$ cat src/rtl/perf_mon_pkg.sv
package perf_mon_pkg;
  localparam int DATA_W = 32;

  // control word bit positions (software-visible layout)
  localparam int CB_RUN    = 0;
  localparam int CB_EVCLR  = 1;
  localparam int CB_CYCCLR = 2;
  localparam int CB_DIV    = 3;
  localparam int CB_IE_LO  = 4;   // 4: ev0, 5: ev1, 6: cycle
  localparam int CB_OVF_LO = 8;   // 8: ev0, 9: ev1, 10: cycle
  localparam int CB_CODE1  = 12;  // [19:12]
  localparam int CB_CODE0  = 20;  // [27:20]

  typedef enum logic [1:0] {
    SEL_CTRL = 2'd0,
    SEL_CYC  = 2'd1,
    SEL_EV0  = 2'd2,
    SEL_EV1  = 2'd3
  } regSel_e;

  typedef struct packed {
    logic       cycClr;
    logic       evtClr;
    logic       cycWr;
    logic [1:0] evtWr;
  } strobe_t;
endpackage

$ cat src/rtl/perf_mon_ctrl.sv
module perf_mon_ctrl
  import perf_mon_pkg::*;
#(
  parameter int CNT_W  = 32,
  parameter int CODE_W = 8
) (
  input  logic                        clk,
  input  logic                        rstN,
  input  logic                        wrEn,
  input  logic [1:0]                  regAddr,
  input  logic [DATA_W-1:0]           wrData,
  input  logic [2:0]                  ovfPulse,
  input  logic [CNT_W-1:0]            cycVal,
  input  logic [1:0][CNT_W-1:0]       evtVal,
  output strobe_t                     strobe,
  output logic                        globalEn,
  output logic                        divSel,
  output logic [1:0][CODE_W-1:0]      evtCode,
  output logic [DATA_W-1:0]           rdData,
  output logic                        irq
);
  logic       ctrlWr;
  logic [2:0] ieReg;
  logic [2:0] flagReg;
  logic [2:0] flagClr;
  logic       unusedBits;

  assign unusedBits = ^{wrData[31:28], wrData[11], wrData[7]};

  assign ctrlWr  = wrEn && (regSel_e'(regAddr) == SEL_CTRL);
  assign flagClr = ctrlWr ? wrData[CB_OVF_LO +: 3] : 3'b000;

  always_ff @(posedge clk or negedge rstN) begin
    if (!rstN) begin
      globalEn <= 1'b0;
      divSel   <= 1'b0;
      ieReg    <= '0;
      evtCode  <= '0;
    end else if (ctrlWr) begin
      globalEn   <= wrData[CB_RUN];
      divSel     <= wrData[CB_DIV];
      ieReg      <= wrData[CB_IE_LO +: 3];
      evtCode[0] <= wrData[CB_CODE0 +: CODE_W];
      evtCode[1] <= wrData[CB_CODE1 +: CODE_W];
    end
  end

  // a fresh overflow wins over a clear in the same cycle
  always_ff @(posedge clk or negedge rstN) begin
    if (!rstN) flagReg <= '0;
    else       flagReg <= (flagReg & ~flagClr) | ovfPulse;
  end

  always_comb begin
    strobe.cycClr = ctrlWr && wrData[CB_CYCCLR];
    strobe.evtClr = ctrlWr && wrData[CB_EVCLR];
    strobe.cycWr  = wrEn && (regSel_e'(regAddr) == SEL_CYC);
    strobe.evtWr  = {wrEn && (regSel_e'(regAddr) == SEL_EV1),
                     wrEn && (regSel_e'(regAddr) == SEL_EV0)};
  end

  always_comb begin
    rdData = '0;
    unique case (regSel_e'(regAddr))
      SEL_CTRL: begin
        rdData[CB_RUN]                = globalEn;
        rdData[CB_DIV]                = divSel;
        rdData[CB_IE_LO +: 3]         = ieReg;
        rdData[CB_OVF_LO +: 3]        = flagReg;
        rdData[CB_CODE0 +: CODE_W]    = evtCode[0];
        rdData[CB_CODE1 +: CODE_W]    = evtCode[1];
      end
      SEL_CYC: rdData = DATA_W'(cycVal);
      SEL_EV0: rdData = DATA_W'(evtVal[0]);
      SEL_EV1: rdData = DATA_W'(evtVal[1]);
      default: rdData = '0;
    endcase
  end

  assign irq = |(flagReg & ieReg);

  for (genvar i = 0; i < 3; i++) begin : g_flagChk
    AST_FLAG_SET: assert property (@(posedge clk) disable iff (!rstN)
      ovfPulse[i] |=> flagReg[i]);
    AST_FLAG_CLEAR: assert property (@(posedge clk) disable iff (!rstN)
      ctrlWr && wrData[CB_OVF_LO + i] && !ovfPulse[i] |=> !flagReg[i]);
    AST_FLAG_KEEP: assert property (@(posedge clk) disable iff (!rstN)
      flagReg[i] && !(ctrlWr && wrData[CB_OVF_LO + i]) |=> flagReg[i]);
  end
endmodule

$ cat src/rtl/perf_mon_datapath.sv
module perf_mon_datapath
  import perf_mon_pkg::*;
#(
  parameter int              CNT_W     = 32,
  parameter int              CODE_W    = 8,
  parameter int              NUM_EVT   = 19,
  parameter int              DIV_LOG2  = 6,
  parameter logic [CODE_W-1:0] ALL_CODE  = 8'hFF,
  parameter logic [CODE_W-1:0] PARK_CODE = 8'h20
) (
  input  logic                   clk,
  input  logic                   rstN,
  input  strobe_t                strobe,
  input  logic                   globalEn,
  input  logic                   divSel,
  input  logic [1:0][CODE_W-1:0] evtCode,
  input  logic [NUM_EVT-1:0]     evtIn,
  input  logic [CNT_W-1:0]       wrData,
  output logic [CNT_W-1:0]       cycVal,
  output logic [1:0][CNT_W-1:0]  evtVal,
  output logic [2:0]             ovfPulse
);
  localparam logic [CNT_W-1:0] CNT_MAX = '1;

  logic [DIV_LOG2-1:0] preCnt;
  logic                preTick;
  logic                cycInc;
  logic                cycLoad;

  function automatic logic eventHit(input logic [CODE_W-1:0] code,
                                    input logic [NUM_EVT-1:0] lines);
    logic hit;
    hit = (code == ALL_CODE);
    for (int j = 0; j < NUM_EVT; j++)
      if (code == CODE_W'(j)) hit = lines[j];
    return hit;
  endfunction

  assign preTick = &preCnt;
  assign cycLoad = strobe.cycWr || strobe.cycClr;
  assign cycInc  = globalEn && (!divSel || preTick);

  always_ff @(posedge clk or negedge rstN) begin
    if (!rstN)                     preCnt <= '0;
    else if (cycLoad)              preCnt <= '0;
    else if (globalEn && divSel)   preCnt <= preCnt + 1'b1;
  end

  always_ff @(posedge clk or negedge rstN) begin
    if (!rstN)              cycVal <= '0;
    else if (strobe.cycWr)  cycVal <= wrData;
    else if (strobe.cycClr) cycVal <= '0;
    else if (cycInc)        cycVal <= cycVal + 1'b1;
  end

  assign ovfPulse[2] = cycInc && !cycLoad && (cycVal == CNT_MAX);

  for (genvar g = 0; g < 2; g++) begin : g_evt
    logic evtInc;
    assign evtInc = globalEn && eventHit(evtCode[g], evtIn);

    always_ff @(posedge clk or negedge rstN) begin
      if (!rstN)                 evtVal[g] <= '0;
      else if (strobe.evtWr[g])  evtVal[g] <= wrData;
      else if (strobe.evtClr)    evtVal[g] <= '0;
      else if (evtInc)           evtVal[g] <= evtVal[g] + 1'b1;
    end

    assign ovfPulse[g] = evtInc && !strobe.evtWr[g] && !strobe.evtClr &&
                         (evtVal[g] == CNT_MAX);

    AST_PARKED_STILL: assert property (@(posedge clk) disable iff (!rstN)
      evtCode[g] == PARK_CODE && !strobe.evtWr[g] && !strobe.evtClr
      |=> $stable(evtVal[g]));
    AST_EVT_CLEARED: assert property (@(posedge clk) disable iff (!rstN)
      strobe.evtClr && !strobe.evtWr[g] |=> evtVal[g] == '0);
  end

  AST_HOLD_WHEN_OFF: assert property (@(posedge clk) disable iff (!rstN)
    !globalEn && !cycLoad |=> $stable(cycVal));
  AST_WRITE_WINS: assert property (@(posedge clk) disable iff (!rstN)
    strobe.cycWr |=> cycVal == $past(wrData));
  AST_WRAP_ZERO: assert property (@(posedge clk) disable iff (!rstN)
    ovfPulse[2] |=> cycVal == '0);
endmodule

$ cat src/rtl/perf_mon.sv
module perf_mon
  import perf_mon_pkg::*;
#(
  parameter int CNT_W    = 32,
  parameter int NUM_EVT  = 19,
  parameter int DIV_LOG2 = 6
) (
  input  logic               clk,
  input  logic               rstN,
  input  logic               wrEn,
  input  logic [1:0]         regAddr,
  input  logic [DATA_W-1:0]  wrData,
  output logic [DATA_W-1:0]  rdData,
  input  logic [NUM_EVT-1:0] evtIn,
  output logic               irq
);
  localparam int CODE_W = 8;

  strobe_t                 strobe;
  logic                    globalEn;
  logic                    divSel;
  logic [1:0][CODE_W-1:0]  evtCode;
  logic [CNT_W-1:0]        cycVal;
  logic [1:0][CNT_W-1:0]   evtVal;
  logic [2:0]              ovfPulse;

  perf_mon_ctrl #(.CNT_W(CNT_W), .CODE_W(CODE_W)) ctrl_i (
    .clk(clk), .rstN(rstN), .wrEn(wrEn), .regAddr(regAddr), .wrData(wrData),
    .ovfPulse(ovfPulse), .cycVal(cycVal), .evtVal(evtVal), .strobe(strobe),
    .globalEn(globalEn), .divSel(divSel), .evtCode(evtCode),
    .rdData(rdData), .irq(irq)
  );

  perf_mon_datapath #(
    .CNT_W(CNT_W), .CODE_W(CODE_W), .NUM_EVT(NUM_EVT), .DIV_LOG2(DIV_LOG2)
  ) dp_i (
    .clk(clk), .rstN(rstN), .strobe(strobe), .globalEn(globalEn),
    .divSel(divSel), .evtCode(evtCode), .evtIn(evtIn),
    .wrData(wrData[CNT_W-1:0]), .cycVal(cycVal), .evtVal(evtVal),
    .ovfPulse(ovfPulse)
  );
endmodule

$ cat config.mk
export PLATFORM = sky130hd
export DESIGN_NAME = perf_mon
export DESIGN_NICKNAME = d
export VERILOG_FILES = /design/src/rtl/perf_mon_pkg.sv /design/src/rtl/perf_mon_ctrl.sv /design/src/rtl/perf_mon_datapath.sv /design/src/rtl/perf_mon.sv
export SDC_FILE = /design/constraint.sdc
export NUM_CORES = 1
export LEC_CHECK = 0
export ABC_AREA = 1
export BUFFER_PORTS_ARGS = -buffer_cell sky130_fd_sc_hd__buf_2
export CAP_MARGIN = 20
export CORE_AREA = 2 2 171 173
export CTS_CLUSTER_DIAMETER = 100
export DETAILED_ROUTE_END_ITERATION = 12
export DIE_AREA = 0 0 173 175
export PLACE_DENSITY_LB_ADDON = 0.3
export RECOVER_POWER = 50
export SYNTH_ARGS = -nofsm -noshare
export SYNTH_HDL_FRONTEND = slang
export SYNTH_SLANG_ARGS = --single-unit
$ cat constraint.sdc
create_clock -name clk -period 6.7 [get_ports clk]
set_input_delay 0.67 -clock clk [delete_from_list [all_inputs] [get_ports clk]]
set_output_delay 0.67 -clock clk [all_outputs]
set_load 0.01 [all_outputs]
==> results of run 1 <==
registers in the layout, summed over array words and instances (netlist names):
signal,flops
ctrl_i.globalEn,1
ctrl_i.flagReg,3
ctrl_i.evtCode,16
dp_i.cycVal,32
dp_i.preCnt,6
ctrl_i.divSel,1
dp_i.evtVal,64
ctrl_i.ieReg,3
routing by layer:
layer / wire length, um / global-route usage [%] / part of all wire [%] / vias to the layer above
met5: 0 / 0 / 0 / -
met4: 698 / 6.18 / 2.0 / 0
met3: 2580 / 3.74 / 7.5 / 45
met2: 15200 / 34.1 / 44 / 431
met1: 15900 / 33.3 / 46 / 4792
li1: - / - / - / 4821
report_power, final:
group          total [mW]  switching [mW]  internal (mW)
combinational        1.33           0.831          0.500
clock               0.953           0.364          0.589
sequential           1.45           0.413           1.04
total                3.74            1.61           2.13
final timing paths:
| kind | endpoint | from |
|---|---|---|
| worst min register to register | dp_i.evtVal[48]$_DFFE_PN0P_ | dp_i.evtVal[48]$_DFFE_PN0P_ |
| worst max register to register | dp_i.evtVal[50]$_DFFE_PN0P_ | ctrl_i.evtCode[14]$_DFFE_PN0P_ |
| worst max-delay path | ctrl_i.evtCode[11]$_DFFE_PN0P_ | rstN |
| max in group clk | dp_i.cycVal[9]$_DFFE_PN0P_ | regAddr[1] |
| min in group asynchronous | dp_i.evtVal[0]$_DFFE_PN0P_ | rstN |
| worst min-delay path | dp_i.evtVal[48]$_DFFE_PN0P_ | dp_i.evtVal[48]$_DFFE_PN0P_ |
layout by cell type (no fill, tap or decap), types with 11 or more instances in the layout:
| master | Yosys | layout |
|---|---|---|
| sky130_fd_sc_hd__o22ai_1 | 47 | 47 |
| sky130_fd_sc_hd__nor3_1 | 31 | 31 |
| sky130_fd_sc_hd__nand3_1 | 133 | 133 |
| sky130_fd_sc_hd__nand2_1 | 386 | 386 |
| sky130_fd_sc_hd__nor4_1 | 12 | 12 |
| sky130_fd_sc_hd__a22oi_1 | 11 | 11 |
| sky130_fd_sc_hd__nor2_2 | 11 | 11 |
| sky130_fd_sc_hd__inv_2 | 16 | 15 |
| sky130_fd_sc_hd__nor2_1 | 96 | 95 |
| sky130_fd_sc_hd__xor2_1 | 18 | 18 |
| sky130_fd_sc_hd__a21oi_1 | 64 | 63 |
| sky130_fd_sc_hd__buf_2 | 13 | 85 |
| sky130_fd_sc_hd__clkbuf_16 | 0 | 17 |
| sky130_fd_sc_hd__inv_1 | 147 | 148 |
| sky130_fd_sc_hd__nand4_1 | 32 | 32 |
| sky130_fd_sc_hd__o21ai_0 | 95 | 95 |
| sky130_fd_sc_hd__o2111ai_1 | 12 | 12 |
| sky130_fd_sc_hd__dfrtp_1 | 126 | 126 |
kinds of logic (layout without fill, tap and decap cells):
| group | count (synthesis) | in the layout |
|---|---|---|
| flip-flops | 126 | 126 |
| adder cells (fa/ha/maj) | 4 | 4 |
| XOR/XNOR | 23 | 23 |
| buffers and inverters | 223 | 296 |
| AND/OR/NAND/NOR | 746 | 746 |
| AO/OA/AOI/OAI | 269 | 269 |
worst reg2reg max path, stage by stage (launching register included):
cell and delay (ns):
sky130_fd_sc_hd__dfrtp_1 0.38, sky130_fd_sc_hd__inv_1 0.09, sky130_fd_sc_hd__nand4_1 0.33, sky130_fd_sc_hd__nor2_1 0.12, sky130_fd_sc_hd__o21ai_0 0.09, sky130_fd_sc_hd__nand2_1 0.07, sky130_fd_sc_hd__nand2_1 0.07, sky130_fd_sc_hd__nand4_1 0.07
sky130_fd_sc_hd__nand2_1 0.08, sky130_fd_sc_hd__nand4_1 0.07, sky130_fd_sc_hd__nand2_1 0.07, sky130_fd_sc_hd__nand4_1 0.07, sky130_fd_sc_hd__nor2_1 0.11, sky130_fd_sc_hd__nand3b_1 0.09, sky130_fd_sc_hd__nand2_1 0.07, sky130_fd_sc_hd__buf_4 0.36
sky130_fd_sc_hd__nand2_1 0.43, sky130_fd_sc_hd__buf_16 0.30, sky130_fd_sc_hd__nand2_1 0.08, sky130_fd_sc_hd__nand2_1 0.05
layout make-up:
class                   instances  area (um2)  share of cell area, %
well taps                     384         480                   4.54
clock buffers                  19         443                   4.19
repair buffers                 99         536                   5.06
multi-input cells            1042        5200                   49.2
inverters                     166         623                   5.89
flip-flops and latches        126        3150                   29.8
clock inverters                12         145                   1.37
==> results by stage, run 1 <==
Status:
- The run finished, with violations left.
- The final reports fail on max-capacitance violations, max-slew violations.

Floorplan:
- The floorplan step set the die height to about 180 um.
- The initial utilization of the core area, before any placement, comes to 32.5%.
- The die covers about 0.03 mm2.
- In this run the core area contains 62 standard-cell rows.
- The I/O pin total is between 80 and 90.
- The total area inside the core boundary comes to around 0.028 mm2.
- In this run the horizontal extent of the chip is about 170 um.

Yosys:
- The cell accounting for the most synthesized area is sky130_fd_sc_hd__dfrtp_1.
- Of the total synthesized cell area, the portion taken by AND, OR, NAND and NOR gates is between 30% and 40%.
- The synthesized area divided by synthesized cell count is roughly 6.6 um2.
- The top cell type's share of synthesized area is approximately a third.
- When the netlist entered floorplanning its net count stood at about 1.5k.
- The most common cell in the synthesized netlist is sky130_fd_sc_hd__nand2_1.
- The number of enable-type register cells in the synthesized netlist is 0.
- Synthesis handed over a netlist of 1391 instances.
- Summing the sequential cell areas from Yosys gives 34.2% of the chip area.
- Multiplexer cells account for 0% of the synthesized area.
- Yosys printed 0 warnings.
- The synthesized design contains ~130 register bits.
- Yosys attributes the largest share of cell area to sky130_fd_sc_hd__dfrtp_1 34%, sky130_fd_sc_hd__nand2_1 16%, sky130_fd_sc_hd__nand3_1 7.2%.
- Among all flip-flop cells after synthesis, the most frequent one is sky130_fd_sc_hd__dfrtp_1.
- The synthesized-area fraction occupied by adder cells is less than 1%.
- The count of different cell masters after synthesis is 48.
- Of all flip-flops after synthesis, the portion carrying an async set or reset was 100%.
- Sorting the synthesized cells by how often they occur yields 386 x sky130_fd_sc_hd__nand2_1, 147 x sky130_fd_sc_hd__inv_1, 133 x sky130_fd_sc_hd__nand3_1.
- The cell area that synthesis handed to floorplanning was between 0.009 and 0.01 mm2.
- The synthesized netlist devotes 2.18% of its cell area to XOR and XNOR gates.
- By area, the combinational part of the netlist is dominated by simple AND/OR/NAND/NOR gates.
- The post-synthesis compound-gate area fraction is around 17%.

Clock tree:
- CTS built an H-tree with a depth of 4.
- The count of hold buffers inserted by post-cts repair is 0.
- The number of sinks driven by the clock tree is 126.
- The setup fix buffers added after clock tree synthesis is 0.
- The register clock-pin slew on the reported worst setup and hold paths is 0.06 ns.
- Clock latency on the worst-skew pair, taken at its later pin, is approximately 0.43 ns.
- The clock passes through at most 2 buffers.
- TritonCTS built the clock tree.
- Gates resized during post-CTS repair numbered 0.
- TritonCTS created 17 clock buffers.
- The cell chosen for the clock root is sky130_fd_sc_hd__clkbuf_16.

Placed design:
- The half-perimeter wire length of the detailed placement result is roughly 26000 um.
- In this run the cell area measured after placement is ~0.010 mm2.
- Counting tap cells, the placed design contains a total of 1817 instances.
- The worst slack after detailed placement is 2.53 ns.
- The congestion estimate from routability-driven global placement came to 0.930.
- The number of buffers inserted by port buffering is approximately 90.

Setup path:
- STA classifies the critical path endpoint as an asynchronous set/reset pin.
- The signal on the critical path passes through clkbuf_1 > buf_4.
- The category of the critical setup timing path is primary input to asynchronous set/reset pin.
- The required time of the worst setup path is 7.18 ns.
- The worst reg2reg path depth is 19.
- Together, buffers and inverters on the worst path number 2.
- The largest individual stage delay along the critical path comes from the cell sky130_fd_sc_hd__clkbuf_1.
- The worst setup path is launched from a primary input.
- The worst-case register-to-register setup slack is around 3.6 ns.
- The cell family contributing the most delay on the critical path is buffers and inverters.
- At the worst endpoint, the arrival time is 4.60 ns.
- The biggest fanout along the worst timing path is 70.
- The critical path crosses 2 cells after its start point.
- The highest cell delay on the worst timing path is 2.89 ns.

Power and ir drop:
- Summing internal, switching and leakage power gives 3.74 mW.
- For this design the ratio of total power to cell area is roughly 350 mW/mm2.
- The leakage power is ~4.8 nW.
- Across the VDD grid, the largest voltage drop is ~0.18 mV.

Finish:
- After the last flow step, the layout net total stands at between 1.5k and 2k.
- The final antenna diode count is 0.
- The ratio of cells with drive above 1 in the final layout is between 10% and 20%.
- The filler cell count is a little over 3k.
- The filler-free cell count of the finished design is about 1.8k.
- The finished cells cover between 0.01 and 0.015 mm2.
- Cells fill a little under two fifths of the core in the end.
- The signed area change from the synthesized netlist to the final layout is 14.6%.

STA:
- The tightest hold path in the finished design has a slack of roughly 0.51 ns.
- The max-slew violation total from the final report was 71.
- Setup total negative slack on the finished layout was measured at 0 ns.
- The final critical-path share of the clock period is 61.6%.
- The highest achievable clock rate is approximately 0.24 GHz.
- Setup repair after global routing left no endpoint under its margin.
- Across the routed clock network, the largest skew measured is 0.0109 ns.
- Setup violations remaining at the end of the flow were counted as 0.
- The count of final hold-check violations is 0.
- The worst setup margin is 2.58 ns.
- The worst pin sits at a relative slew slack of -180%.
- At the pin with the least slew margin, the transition time is roughly 4.2 ns.
- The time the final worst path needs with I/O delays and setup is between 4 and 5 ns.

Min path:
- The tightest min-delay check is of the register to register type.
- The worst hold path passes through 2 cells.

Run:
- Max-cap violations in this run came to 1.

Drt:
- The via total after detailed routing is a little over 10k.
- Dividing the detail-routed wire length by the instance count gives between 15 and 20 um.
- The number of design-rule violations left by the first detailed-router iteration is roughly 1.5k.
- After detailed routing, the number of vias per cell comes to between 5 and 6.
- The count of nets left with antenna violations once routing finished came out at 0.
- The count of TritonRoute iterations in the first routing pass is 5.
- The count of unresolved DRC violations after routing is 0.
- The total wire length is 34400 um.

GRT:
- The number of global-route vias before repair came to about 9.1k.
- The initial antenna violation count was 0.
- Global routing used a little under a quarter of the available tracks.
- The wire length of the first global-routing pass is roughly 53000 um.
- The total overflow left after global routing is 0.
- The largest net degree at the start of global routing is a little over 70.
No activity file was read; power rests on OpenSTA's default activity.
==> run 2: changes to the inputs <==
Clock period 6.7 ns to 3.5 ns, I/O delays scaled along.
==> run 2 against run 1 <==
Net effect: the flow still finishes with violations (max-capacitance violations, max-slew violations); critical path type is now primary input to register; sequential share of layout area fell by 0.15 points; critical endpoint is now dp_i.evtVal[52]$_DFFE_PN0P_; register-to-register slack got worse by 2.9 ns; flip-flop and latch count did not move.
==> results by stage, run 2 (synthesis results as in run 1) <==
Clock tree:
- The register clock-pin slew on the reported worst setup and hold paths is approximately 0.060 ns.
- The number of sinks driven by the clock tree is 126.
- The cell chosen for the clock root is sky130_fd_sc_hd__clkbuf_16.
- Once the clock tree was built, the resizer swapped 0 gates to a different size.
- The total CTS buffers is 17.
- TritonCTS built the clock tree.
- The source-to-sink clock delay at the later pin of the worst-skew pair is roughly 0.43 ns.
- The H-tree depth reported by CTS is 4.
- The setup fix buffers added after clock tree synthesis is 0.
- The count of hold buffers inserted by post-cts repair is 0.
- The maximum clock path buffer count is 2.

STA:
- At the pin with the least slew margin, the transition time is 2.26 ns.
- The final critical path takes up roughly four fifths of the cycle.
- The time the final worst path needs with I/O delays and setup is 2.85 ns.
- The count of final hold-check violations is 0.
- The worst setup margin is roughly 0.65 ns.
- On the final layout, the worst clock skew is ~0.0065 ns.
- Setup repair after global routing left no endpoint under its margin.
- Based on the critical path, the design can be clocked at up to 0.350 GHz.
- The worst pin sits at a relative slew slack of -51.0%.
- The final total negative setup slack is 0 ns.
- Setup violations remaining at the end of the flow were counted as 0.
- The max-slew violation total from the final report is 86.

Floorplan:
- Once the floorplan was initialized, standard cells occupied 32.5% of the core.
- The die is around 170 um wide.
- The die is about 180 um tall.
- The area of the die is around 0.030 mm2.
- Pin placement for this block handled just under 90 I/O pins.
- The number of core rows is between 60 and 70.
- After floorplanning, the core was sized to cover around 0.028 mm2.

GRT:
- Global routing used 32.6% of the available met1 tracks.
- For this run the aggregate overflow at the end of global routing stands at 0.
- The wire length of the first global-routing pass is 52900 um.
- The initial antenna violation count is 0.
- The largest net degree at the start of global routing is 86.
- The number of global-route vias before repair was 9277.
- For met3 alone, demand over resource in global routing was approximately 3.0%.
- The global-route track usage on met2 is 33.8%.
- For this run, the total global-route usage over all layers was measured as approximately 22%.
- The layer flagged by global routing as most heavily used is met2.

Setup path:
- In this design, the stage delay of the slowest critical-path cell is roughly 0.6 ns.
- The origin of the worst setup path is regAddr[1].
- The worst-case register-to-register setup slack is between 0.7 and 0.8 ns.
- The cell at the slowest stage of the critical path is sky130_fd_sc_hd__inv_2.
- In this run the worst path has a maximum fanout of between 40 and 50.
- Counting cells, the worst reg-to-reg path comes to 14.
- The worst setup path is captured at a register.
- The most common cell type on the critical path is sky130_fd_sc_hd__nand2_1.
- The category of the critical setup timing path is primary input to register.
- The worst register-to-register path ends at dp_i.cycVal[30]$_DFFE_PN0P_.
- The required time of the worst setup path is 3.81 ns.
- The worst register-to-register path begins at dp_i.cycVal[0]$_DFFE_PN0P_.
- Walking the worst path, the cells encountered are clkbuf_1 > nor2_1 > inv_1 > nor2_1 > inv_1 > nor2_1 > inv_1 > nand2_1 > inv_2 > nand2_1 > buf_4 > nand2_1 > nand2_1.
- The startpoint class of the critical path is a primary input.
- The destination of the critical timing path is dp_i.evtVal[52]$_DFFE_PN0P_.
- At the worst endpoint, the arrival time is around 3.2 ns.

Placed design:
- The half-perimeter wire length of the detailed placement result is approximately 25000 um.
- Once placement finished, the instance area stood at between 0.01 and 0.015 mm2.
- The number of buffers inserted by port buffering is just under 90.
- The worst slack after detailed placement is 0.638 ns.
- The placer's final routability congestion estimate is 0.964.

Drt:
- The number of design-rule violations left by the first detailed-router iteration is 1440.
- The detailed router placed 10.1k vias in this run.
- After detailed routing, the number of remaining DRC violations is 0.
- The number of nets still failing antenna checks after routing is 0.
- The pre-antenna-repair detailed-routing pass consisted of 5 iterations.
- Using the TritonRoute via totals, the vias-per-cell ratio works out to 5.44.
- For this block, the routed nets add up to around 34000 um of wire.
- In the final routed layout, each cell accounts on average for 18.2 um.

Finish:
- In the final layout, the registers with the most flip-flops are dp_i.evtVal (64), dp_i.cycVal (32), ctrl_i.evtCode (16).
- The storage element area is around 0.0032 mm2.
- The library cells used most frequently in the layout, excluding fill and tap cells, are 386 x sky130_fd_sc_hd__nand2_1, 148 x sky130_fd_sc_hd__inv_1, 133 x sky130_fd_sc_hd__nand3_1.
- The number of flip-flops in the largest register is between 60 and 70.
- Leaving out fill and tap cells, the most frequent cell in the layout is sky130_fd_sc_hd__nand2_1.
- The filler cells instantiated in the layout total just over 3k.
- At the end of the flow, the number of nets in the layout was roughly 1.5k.
- The area of the multi-input gates is approximately 0.0052 mm2.
- In the final layout, the share of cells above drive strength 1 is between 10% and 20%.
- The register with the most flip-flops in the final layout is dp_i.evtVal.
- Compared with the post-synthesis result, the final layout area differs by 15.2%.
- The area of all placed cells without fillers is about 0.011 mm2.
- The final antenna diode count is 0.

Status:
- The checks that failed: max-capacitance violations, max-slew violations.
- The flow ran to the end, but the final reports show violations.

Power and ir drop:
- Per report_power, the sequential group accounts for 38.7% of the total.
- The internal portion of the total power is slightly above 4 mW.
- Combinational logic burns between 30% and 40% of the power.
- Overall power consumption after layout is estimated at 7.17 mW.
- Of the total power, the clock network draws 25.7%.
- For this design the static power due to leakage is 4.88 nW.
- The maximum VDD drop is around 0.35 mV.
- The total net switching power is between 3 and 4 mW.
- Net switching is between 40% and 50% of the power.
- Power spread over the standard cell area amounts to 674 mW/mm2.

Run:
- The count of maximum capacitance violations is 1.

Min path:
- The classification of the worst-slack hold path is primary input to register.
- The worst hold path begins at wrData[16].
[run 2: cell types whose count changed in the layout (fill, tap and decap cells not counted), sizes merged]
| cell | before | now |
|---|---|---|
| buf | 95 | 103 |
| clkinv | 11 | 8 |
| clkinvlp | 1 | 2 |
| bufinv | 3 | 2 |
| clkbuf | 23 | 26 |
[run 2: worst min-delay path by stage]
stage,slack (ns),to,cells after the start
finish,0.18,ctrl_i.evtCode[12]$_DFFE_PN0P_,3
global route,0.18,ctrl_i.evtCode[12]$_DFFE_PN0P_,3
detailed placement,0.50,dp_i.evtVal[4]$_DFFE_PN0P_,1
CTS,0.04,dp_i.evtVal[4]$_DFFE_PN0P_,1
floorplan,0.05,ctrl_i.divSel$_DFFE_PN0P_,0
global placement,0.49,dp_i.evtVal[3]$_DFFE_PN0P_,1
[run 2: layer usage]
metal | share of wire, % | wire length, um | vias to the layer above
li1 | - | - | 4819
met5 | 0 | 0 | -
met4 | 2.5 | 839 | 0
met3 | 7.6 | 2580 | 47
met1 | 45 | 15400 | 4820
met2 | 44 | 15000 | 409
[run 2: per-stage QoR]
| step | util [%] | hold WS [ns] | std cells |
|---|---|---|---|
| after floorplan | - | 0.0544 | 1391 |
| after global placement | 35.4 | 0.491 | 1824 |
| after detailed placement | 35.4 | 0.498 | 1824 |
| after CTS | 37.6 | 0.0437 | 1856 |
| after global routing | 37.5 | 0.179 | 1856 |
| final | 37.5 | 0.177 | 1856 |
[run 2: final cells by class]
class,instances,area share [%]
Timing Repair Buffer,106,5.38
Tap cell,384,4.52
Sequential cell,126,29.6
Inverter,166,5.86
Multi-Input combinational cell,1042,48.9
Clock buffer,23,4.68
Clock inverter,9,1.01
[run 2: power groups by stage]
stage,Sequential [mW],Clock [mW],Combinational (mW)
3_5_place_dp,2.76,0,2.52
3_3_place_gp,2.76,0,2.49
4_1_cts,2.75,1.86,2.54
2_1_floorplan,2.53,0,1.89
5_1_grt,2.87,1.93,2.89
6_report,2.78,1.84,2.55
[run 2: worst max-delay path, delay by kind of cell]
family	cells	cell delay, ns
buf+inv	6	1.97
simple gates	7	0.83
